File: config.mk
export PLATFORM = sky130hd
export DESIGN_NAME = irq_edge_combiner
export DESIGN_NICKNAME = d
export VERILOG_FILES = /design/src/rtl/irq_edge_combiner.sv
export SDC_FILE = /design/constraint.sdc
export NUM_CORES = 1
export LEC_CHECK = 0
export BUFFER_PORTS_ARGS = -buffer_cell sky130_fd_sc_hd__buf_2
export CELL_PAD_IN_SITES_DETAIL_PLACEMENT = 1
export CELL_PAD_IN_SITES_GLOBAL_PLACEMENT = 1
export CORE_UTILIZATION = 37
export CTS_CLUSTER_DIAMETER = 80
export DETAILED_ROUTE_END_ITERATION = 16
export GPL_ROUTABILITY_DRIVEN = 0
export PLACE_DENSITY_LB_ADDON = 0.1
export SYNTH_ARGS = -nofsm -noshare
export SYNTH_HDL_FRONTEND = slang
export SYNTH_SLANG_ARGS = --single-unit
export TNS_END_PERCENT = 20
File: constraint.sdc
create_clock -name clk -period 2.4 [get_ports clk]
set_input_delay 0.36 -clock clk [delete_from_list [all_inputs] [get_ports clk]]
set_output_delay 0.36 -clock clk [all_outputs]
set_load 0.01 [all_outputs]
File: src/rtl/irq_edge_combiner.sv
module irq_edge_combiner #(
  parameter int AW = 8,
  parameter int DW = 32,
  parameter int GATE_BIT = 31
) (
  input  logic          clk,
  input  logic          rst_n,
  input  logic          bus_wr,
  input  logic [AW-1:0] bus_addr,
  input  logic [DW-1:0] bus_wdata,
  output logic [DW-1:0] bus_rdata,
  input  logic [DW-1:0] disp_evt,
  input  logic [DW-1:0] gfx_evt,
  input  logic [DW-1:0] pwr_evt,
  output logic          cpu_irq
);
  localparam logic [AW-1:0] OFS_GATE = AW'(8'h00);
  localparam logic [AW-1:0] OFS_DST  = AW'(8'h04);
  localparam logic [AW-1:0] OFS_DEN  = AW'(8'h08);
  localparam logic [AW-1:0] OFS_GST  = AW'(8'h0C);
  localparam logic [AW-1:0] OFS_GEN  = AW'(8'h10);
  localparam logic [AW-1:0] OFS_PST  = AW'(8'h14);
  localparam logic [AW-1:0] OFS_PEN  = AW'(8'h18);

  logic          gate_q;
  logic [DW-1:0] disp_stat, disp_en, gfx_stat, gfx_en, pwr_stat, pwr_en;
  logic          cond, cond_q;

  function automatic logic [DW-1:0] ack(input logic hit, input logic [DW-1:0] d);
    return hit ? d : '0;
  endfunction

  wire [DW-1:0] disp_ack = ack(bus_wr && bus_addr == OFS_DST, bus_wdata);
  wire [DW-1:0] gfx_ack  = ack(bus_wr && bus_addr == OFS_GST, bus_wdata);
  wire [DW-1:0] pwr_ack  = ack(bus_wr && bus_addr == OFS_PST, bus_wdata);

  always_ff @(posedge clk) begin
    if (!rst_n) begin
      gate_q    <= 1'b0;
      disp_stat <= '0;
      disp_en   <= '0;
      gfx_stat  <= '0;
      gfx_en    <= '0;
      pwr_stat  <= '0;
      pwr_en    <= '0;
    end else begin
      disp_stat <= (disp_stat & ~disp_ack) | disp_evt;
      gfx_stat  <= (gfx_stat  & ~gfx_ack)  | gfx_evt;
      pwr_stat  <= (pwr_stat  & ~pwr_ack)  | pwr_evt;
      if (bus_wr) begin
        case (bus_addr)
          OFS_GATE: gate_q  <= bus_wdata[GATE_BIT];
          OFS_DEN:  disp_en <= bus_wdata;
          OFS_GEN:  gfx_en  <= bus_wdata;
          OFS_PEN:  pwr_en  <= bus_wdata;
          default: ;
        endcase
      end
    end
  end

  wire disp_act = |(disp_stat & disp_en);
  wire gfx_act  = |(gfx_stat & gfx_en);
  wire pwr_act  = |(pwr_stat & pwr_en);
  assign cond = disp_act | (gate_q & (gfx_act | pwr_act));

  always_ff @(posedge clk) begin
    if (!rst_n) begin
      cond_q  <= 1'b0;
      cpu_irq <= 1'b0;
    end else begin
      cond_q  <= cond;
      cpu_irq <= cond & ~cond_q;
    end
  end

  always_comb begin
    bus_rdata = '0;
    case (bus_addr)
      OFS_GATE: bus_rdata[GATE_BIT] = gate_q;
      OFS_DST:  bus_rdata = disp_stat;
      OFS_DEN:  bus_rdata = disp_en;
      OFS_GST:  bus_rdata = gfx_stat;
      OFS_GEN:  bus_rdata = gfx_en;
      OFS_PST:  bus_rdata = pwr_stat;
      OFS_PEN:  bus_rdata = pwr_en;
      default:  bus_rdata = '0;
    endcase
  end

  p_evt_sets_r2: assert property (@(posedge clk) disable iff (!rst_n)
    1'b1 |=> ((disp_stat & $past(disp_evt)) == $past(disp_evt)) &&
             ((gfx_stat & $past(gfx_evt)) == $past(gfx_evt)) &&
             ((pwr_stat & $past(pwr_evt)) == $past(pwr_evt)));

  p_ack_clears_r3: assert property (@(posedge clk) disable iff (!rst_n)
    (bus_wr && bus_addr == OFS_DST && disp_evt == '0) |=>
      disp_stat == ($past(disp_stat) & ~$past(bus_wdata)));

  p_set_wins_r4: assert property (@(posedge clk) disable iff (!rst_n)
    (bus_wr && bus_addr == OFS_GST) |=>
      (gfx_stat & $past(gfx_evt)) == $past(gfx_evt));

  p_gate_rd_r5: assert property (@(posedge clk) disable iff (!rst_n)
    (bus_addr == OFS_GATE) |-> bus_rdata[GATE_BIT-1:0] == '0);

  p_one_cycle_r6: assert property (@(posedge clk) disable iff (!rst_n)
    cpu_irq |=> !cpu_irq);

  p_irq_source_r7: assert property (@(posedge clk) disable iff (!rst_n)
    cpu_irq |-> $past(|(disp_stat & disp_en) || gate_q));
endmodule

== Word-level counts from Yosys, hierarchy flattened ==
Index checks and enable logic that the tools add are counted.

* Output and inout bits: 33
* Register bits: 195

* Reduce and logical (&&, ||, !) cells: 11
* Muxes and demuxes: 5
* Equality and inequality tests: 6
* Bitwise gates (word level): 17

{| class="wikitable"
|+ Operator list
! kind !! count
|-
| $and A32 B32 Y32 || 6
|-
| $pmux W31 S6 || 1
|-
| $mux W32 || 3
|-
| $not A32 Y32 || 3
|-
| $or A32 B32 Y32 || 3
|-
| $reduce_or A32 Y1 || 3
|-
| $eq A8 B5 Y1 const B || 3
|-
| $eq A8 B4 Y1 const B || 2
|-
| $eq A8 B3 Y1 const B || 1
|-
| $logic_not A8 Y1 || 1
|-
| $reduce_and A2 Y1 || 4
|-
| $pmux W1 S7 || 1
|-
| $logic_and A1 B1 Y1 || 3
|-
| $and A1 B1 Y1 || 2
|-
| $or A1 B1 Y1 || 2
|-
| $not A1 Y1 || 1
|}

== Logic depth before layout (Yosys ltp) ==
* Word-level depth: 6
* Depth in mapped cells: 8

== Worst setup path after synthesis ==
No wires, ideal clock.

* Path type: input to output
* From: input port bus_addr[1]
* To: output port bus_rdata[7]
* Stages: 8
* Path buffers: 3
* Data arrival time: 2,036 ps
* Slack: 4 ps
* Required time: 2,040 ps
* Cells stage by stage: or4_4 buf_6 nor3b_4 and2b_1 buf_6 buf_12 a22oi_1 nand3_1

* Cells in the longest elaborated chain, start to end: 2
* Elaborated cells between the ends (all ways): 7

{| class="wikitable"
|+ Ends and longest elaborated chain
! what !! line !! text
|-
| start: declaration || 9 || <nowiki>input logic [AW-1:0] bus_addr,</nowiki>
|-
| $eq A8 B5 Y1, or another cell as far along || 79 || <nowiki>case (bus_addr)</nowiki>
|-
| $pmux W31 S6 * || 79 ||
|-
| end: declaration || 11 || <nowiki>output logic [DW-1:0] bus_rdata,</nowiki>
|}

Mark *: on every way between the ends. The rest lies on a longest branch, timed or not.

== Worst setup path in the final report ==
Same ends and word-level chain as after synthesis.

==> impl_metrics.toml <==
[synth]
synth_fp_nets = 1143
yosys-top-cells-area = "dfxtp_1 42%, o21a_1 15%, nand2_1 9.2%, a21boi_1 7.7%, a22oi_1 6.5%"
synth_compound_area_share_pct = 36.74
synth_top_family_by_area = "compound AO/OA/AOI/OAI gates"
syn_avg_cell_area_um2 = 9.355
synth_top_cell_by_area = "dfxtp_1"
synthMuxAreaShare_pct = 0.1066
yosysMostFrequentCell = "nand2_1"
ys_warn_count = 0
synth_common_cells = "230 x nand2_1, 195 x dfxtp_1, 192 x o21a_1, 96 x a21boi_1, 81 x a22oi_1"
synth-async-reset-ratio_pct = 0
synthSimpleGateAreaFrac_pct = 15.47
ys_seq_elements = 195
syn-cell-area_mm2 = 0.009393
synthFlopType = "dfxtp_1"
synth_cell_type_count = 38
yosysTopAreaCellShare_pct = 41.56
synth_fa_ha_area_share_pct = 0
synth_xor_area_share_pct = 0
netlist_instances = 1004
yosysSeqAreaShare_pct = 41.56
synth-edff-count = 0

[finish]
fillerInstances = 2860
diodes = 0
final-seq-area_mm2 = 0.003904
multiInputGateArea_mm2 = 0.004943
drive_above_1_share_pct = 27.50
final_cells = 1495
final_nets = 1298
syn_to_final_growth_pct = 22.83
fin_area_mm2 = 0.01154

[power_and_ir_drop]
power_mw = 7.128
power_density_mw_per_mm2 = 617.9
ir_drop_uv = 408.1
p_leak_nw = 4.454

[worst_setup_path]
startpoint_type = "input pin"
end_kind = "output pin"
crit_type = "in2out"
slowest_stage = "or4_4"
cp.arrival_ns = 2.07
path_buf_inv = 5
r2r-start = "pwr_stat[20]"
cp.required_ns = 2.04
cp_cell_sequence = "buf_6, or4_4, buf_12, nor4_4, buf_6, buf_16, a22oi_1, nand3_1, buf_2"
cpPeakStageDelay_ns = 0.57
crit_path_frequent_cell = "buf_6"
cp_top_family = "simple AND/OR/NAND/NOR gates"
crit_path_start = "bus_addr[1]"
cp_max_fo = 17

[outcome]
violations = "setup timing"
status = "finished, violations left"

[floorplan]
dieArea_mm2 = 0.02603
core_mm2 = 0.02460
fp.dieW_um = 161.3
start_util_pct = 38.17
die_y_um = 161.3
num_rows = 57
num_io_pins = 172

[drt]
firstDrtPassIters = 6
post-route-drc-count = 0
dr_total_vias = 8567
wl_per_cell_um = 24.23
first_iter_violations = 748
wl_um = 36230
ant_nets = 0
vias_per_cell = 5.730

[place]
dpl.cell_count = 1456
dp_hpwl_um = 25580
dp_slack_ns = -0.1296
port_buffers = 171
dpl_cell_area_mm2 = 0.01055

[grt]
overflow = 0
grt_pass1_wl_um = 53740
track_usage_pct = 27.55
grt_max_degree = 54
grt_pass1_vias = 8622
antenna_found_initial = 0

[min_path]
holdCritPathClass = "in2reg"
min_from = "disp_evt[23]"

[timing]
fmax_mhz = 411.2
post-route-min-period_ns = 2.432
setup-violations-final = 15
hold_viol_final = 0
fin_ws_ns = -0.03217
grt_setup_unrepaired = "true"
final.setup_skew_ns = 0.008727
worst_pin_slew_ns = 0.5957
finalCritPeriodShare_pct = 101.3
finalMaxSlewViolations = 0
max_slew_margin_pct = 60.28

[clock_tree]
cts_max_level = 4
clockRootBuffer = "clkbuf_16"
cts_hold_buffers = 0
clock-sinks = 195
clk_latency_ns = 0.44
clkTransAtPathRegs_ns = 0.08
cts_buffers = 17
cts_tree = "done"
cts_max_path_buffers = 2

[job]
drv_cap = 0
cell usage in the layout (no fill, tap or decap), drive strengths merged, types with 4 or more instances in the layout:
cell type / instances
a22oi: 111
a21boi: 96
nand2: 231
o21a: 192
and2: 4
a221oi: 16
nand4: 8
nand2b: 4
a22o: 16
nor4: 4
inv: 5
buf: 211
clkbuf: 23
dfxtp: 195
nand3: 33
cell type report:
type                    count  share of cell area, %
flip-flops and latches    195                  33.84
multi-input cells         730                  42.85
clock inverters            12                  1.464
clock buffers              19                  3.926
repair buffers            215                  14.41
well taps                 324                  3.514
cells by family (layout without fill, tap and decap cells):
kind of cell,after synthesis,after routing
AOI/OAI and AO/OA,435,435
and+or+nand+nor,294,294
DFF,195,195
buffers and inverters,79,246
muxes,1,1
per-layer routing:
metal | global-route usage (%) | wire, µm | vias to the layer above
li1 | - | - | 3964
met1 | 39.26 | 16850 | 4252
met2 | 44.22 | 16690 | 306
met3 | 3.595 | 2153 | 45
met4 | 5.918 | 539 | 0
met5 | 0 | 0 | -
final timing paths:
kind / endpoint / slack, ns / cells after the start
hold / removal: disp_stat[23] / 0.12 / 2
hold reg to reg: gfx_en[30] / 0.48 / 2
setup reg to reg: cpu_irq / 0.31 / 6
setup / recovery: bus_rdata[7] / -0.03 / 9
registers in the layout, summed over array words and instances (netlist names):
register / flops
disp_stat: 32
pwr_en: 32
disp_en: 32
cond_q: 1
pwr_stat: 32
cpu_irq: 1
gfx_en: 32
gate_q: 1
gfx_stat: 32
repair_timing:
action,in CTS,in global routing
buffers inserted,1,2
resized for setup,7,33
gates cloned,1,4
pin swaps,2,21
endpoints found under the setup margin,32,32
metrics by stage:
step | util [%] | hold WS, ns | TNS, ns
3_3_place_gp | 42.89 | 0.4570 | -2.415
5_1_grt | 46.89 | 0.1086 | -1.821
2_1_floorplan | - | 0.4472 | 0
6_report | 46.89 | 0.1203 | -0.1392
3_5_place_dp | 42.89 | 0.4657 | -5.319
4_1_cts | 45.64 | 0.1057 | -1.311
power breakdown:
group | leakage [nW] | total (mW) | switching [mW] | internal (mW)
registers | 1.60 | 3.52 | 0.171 | 3.35
clock network | 0.299 | 3.09 | 1.37 | 1.72
logic | 2.55 | 0.518 | 0.246 | 0.273
total | 4.45 | 7.13 | 1.79 | 5.34
No activity file was read; power rests on OpenSTA's default activity.
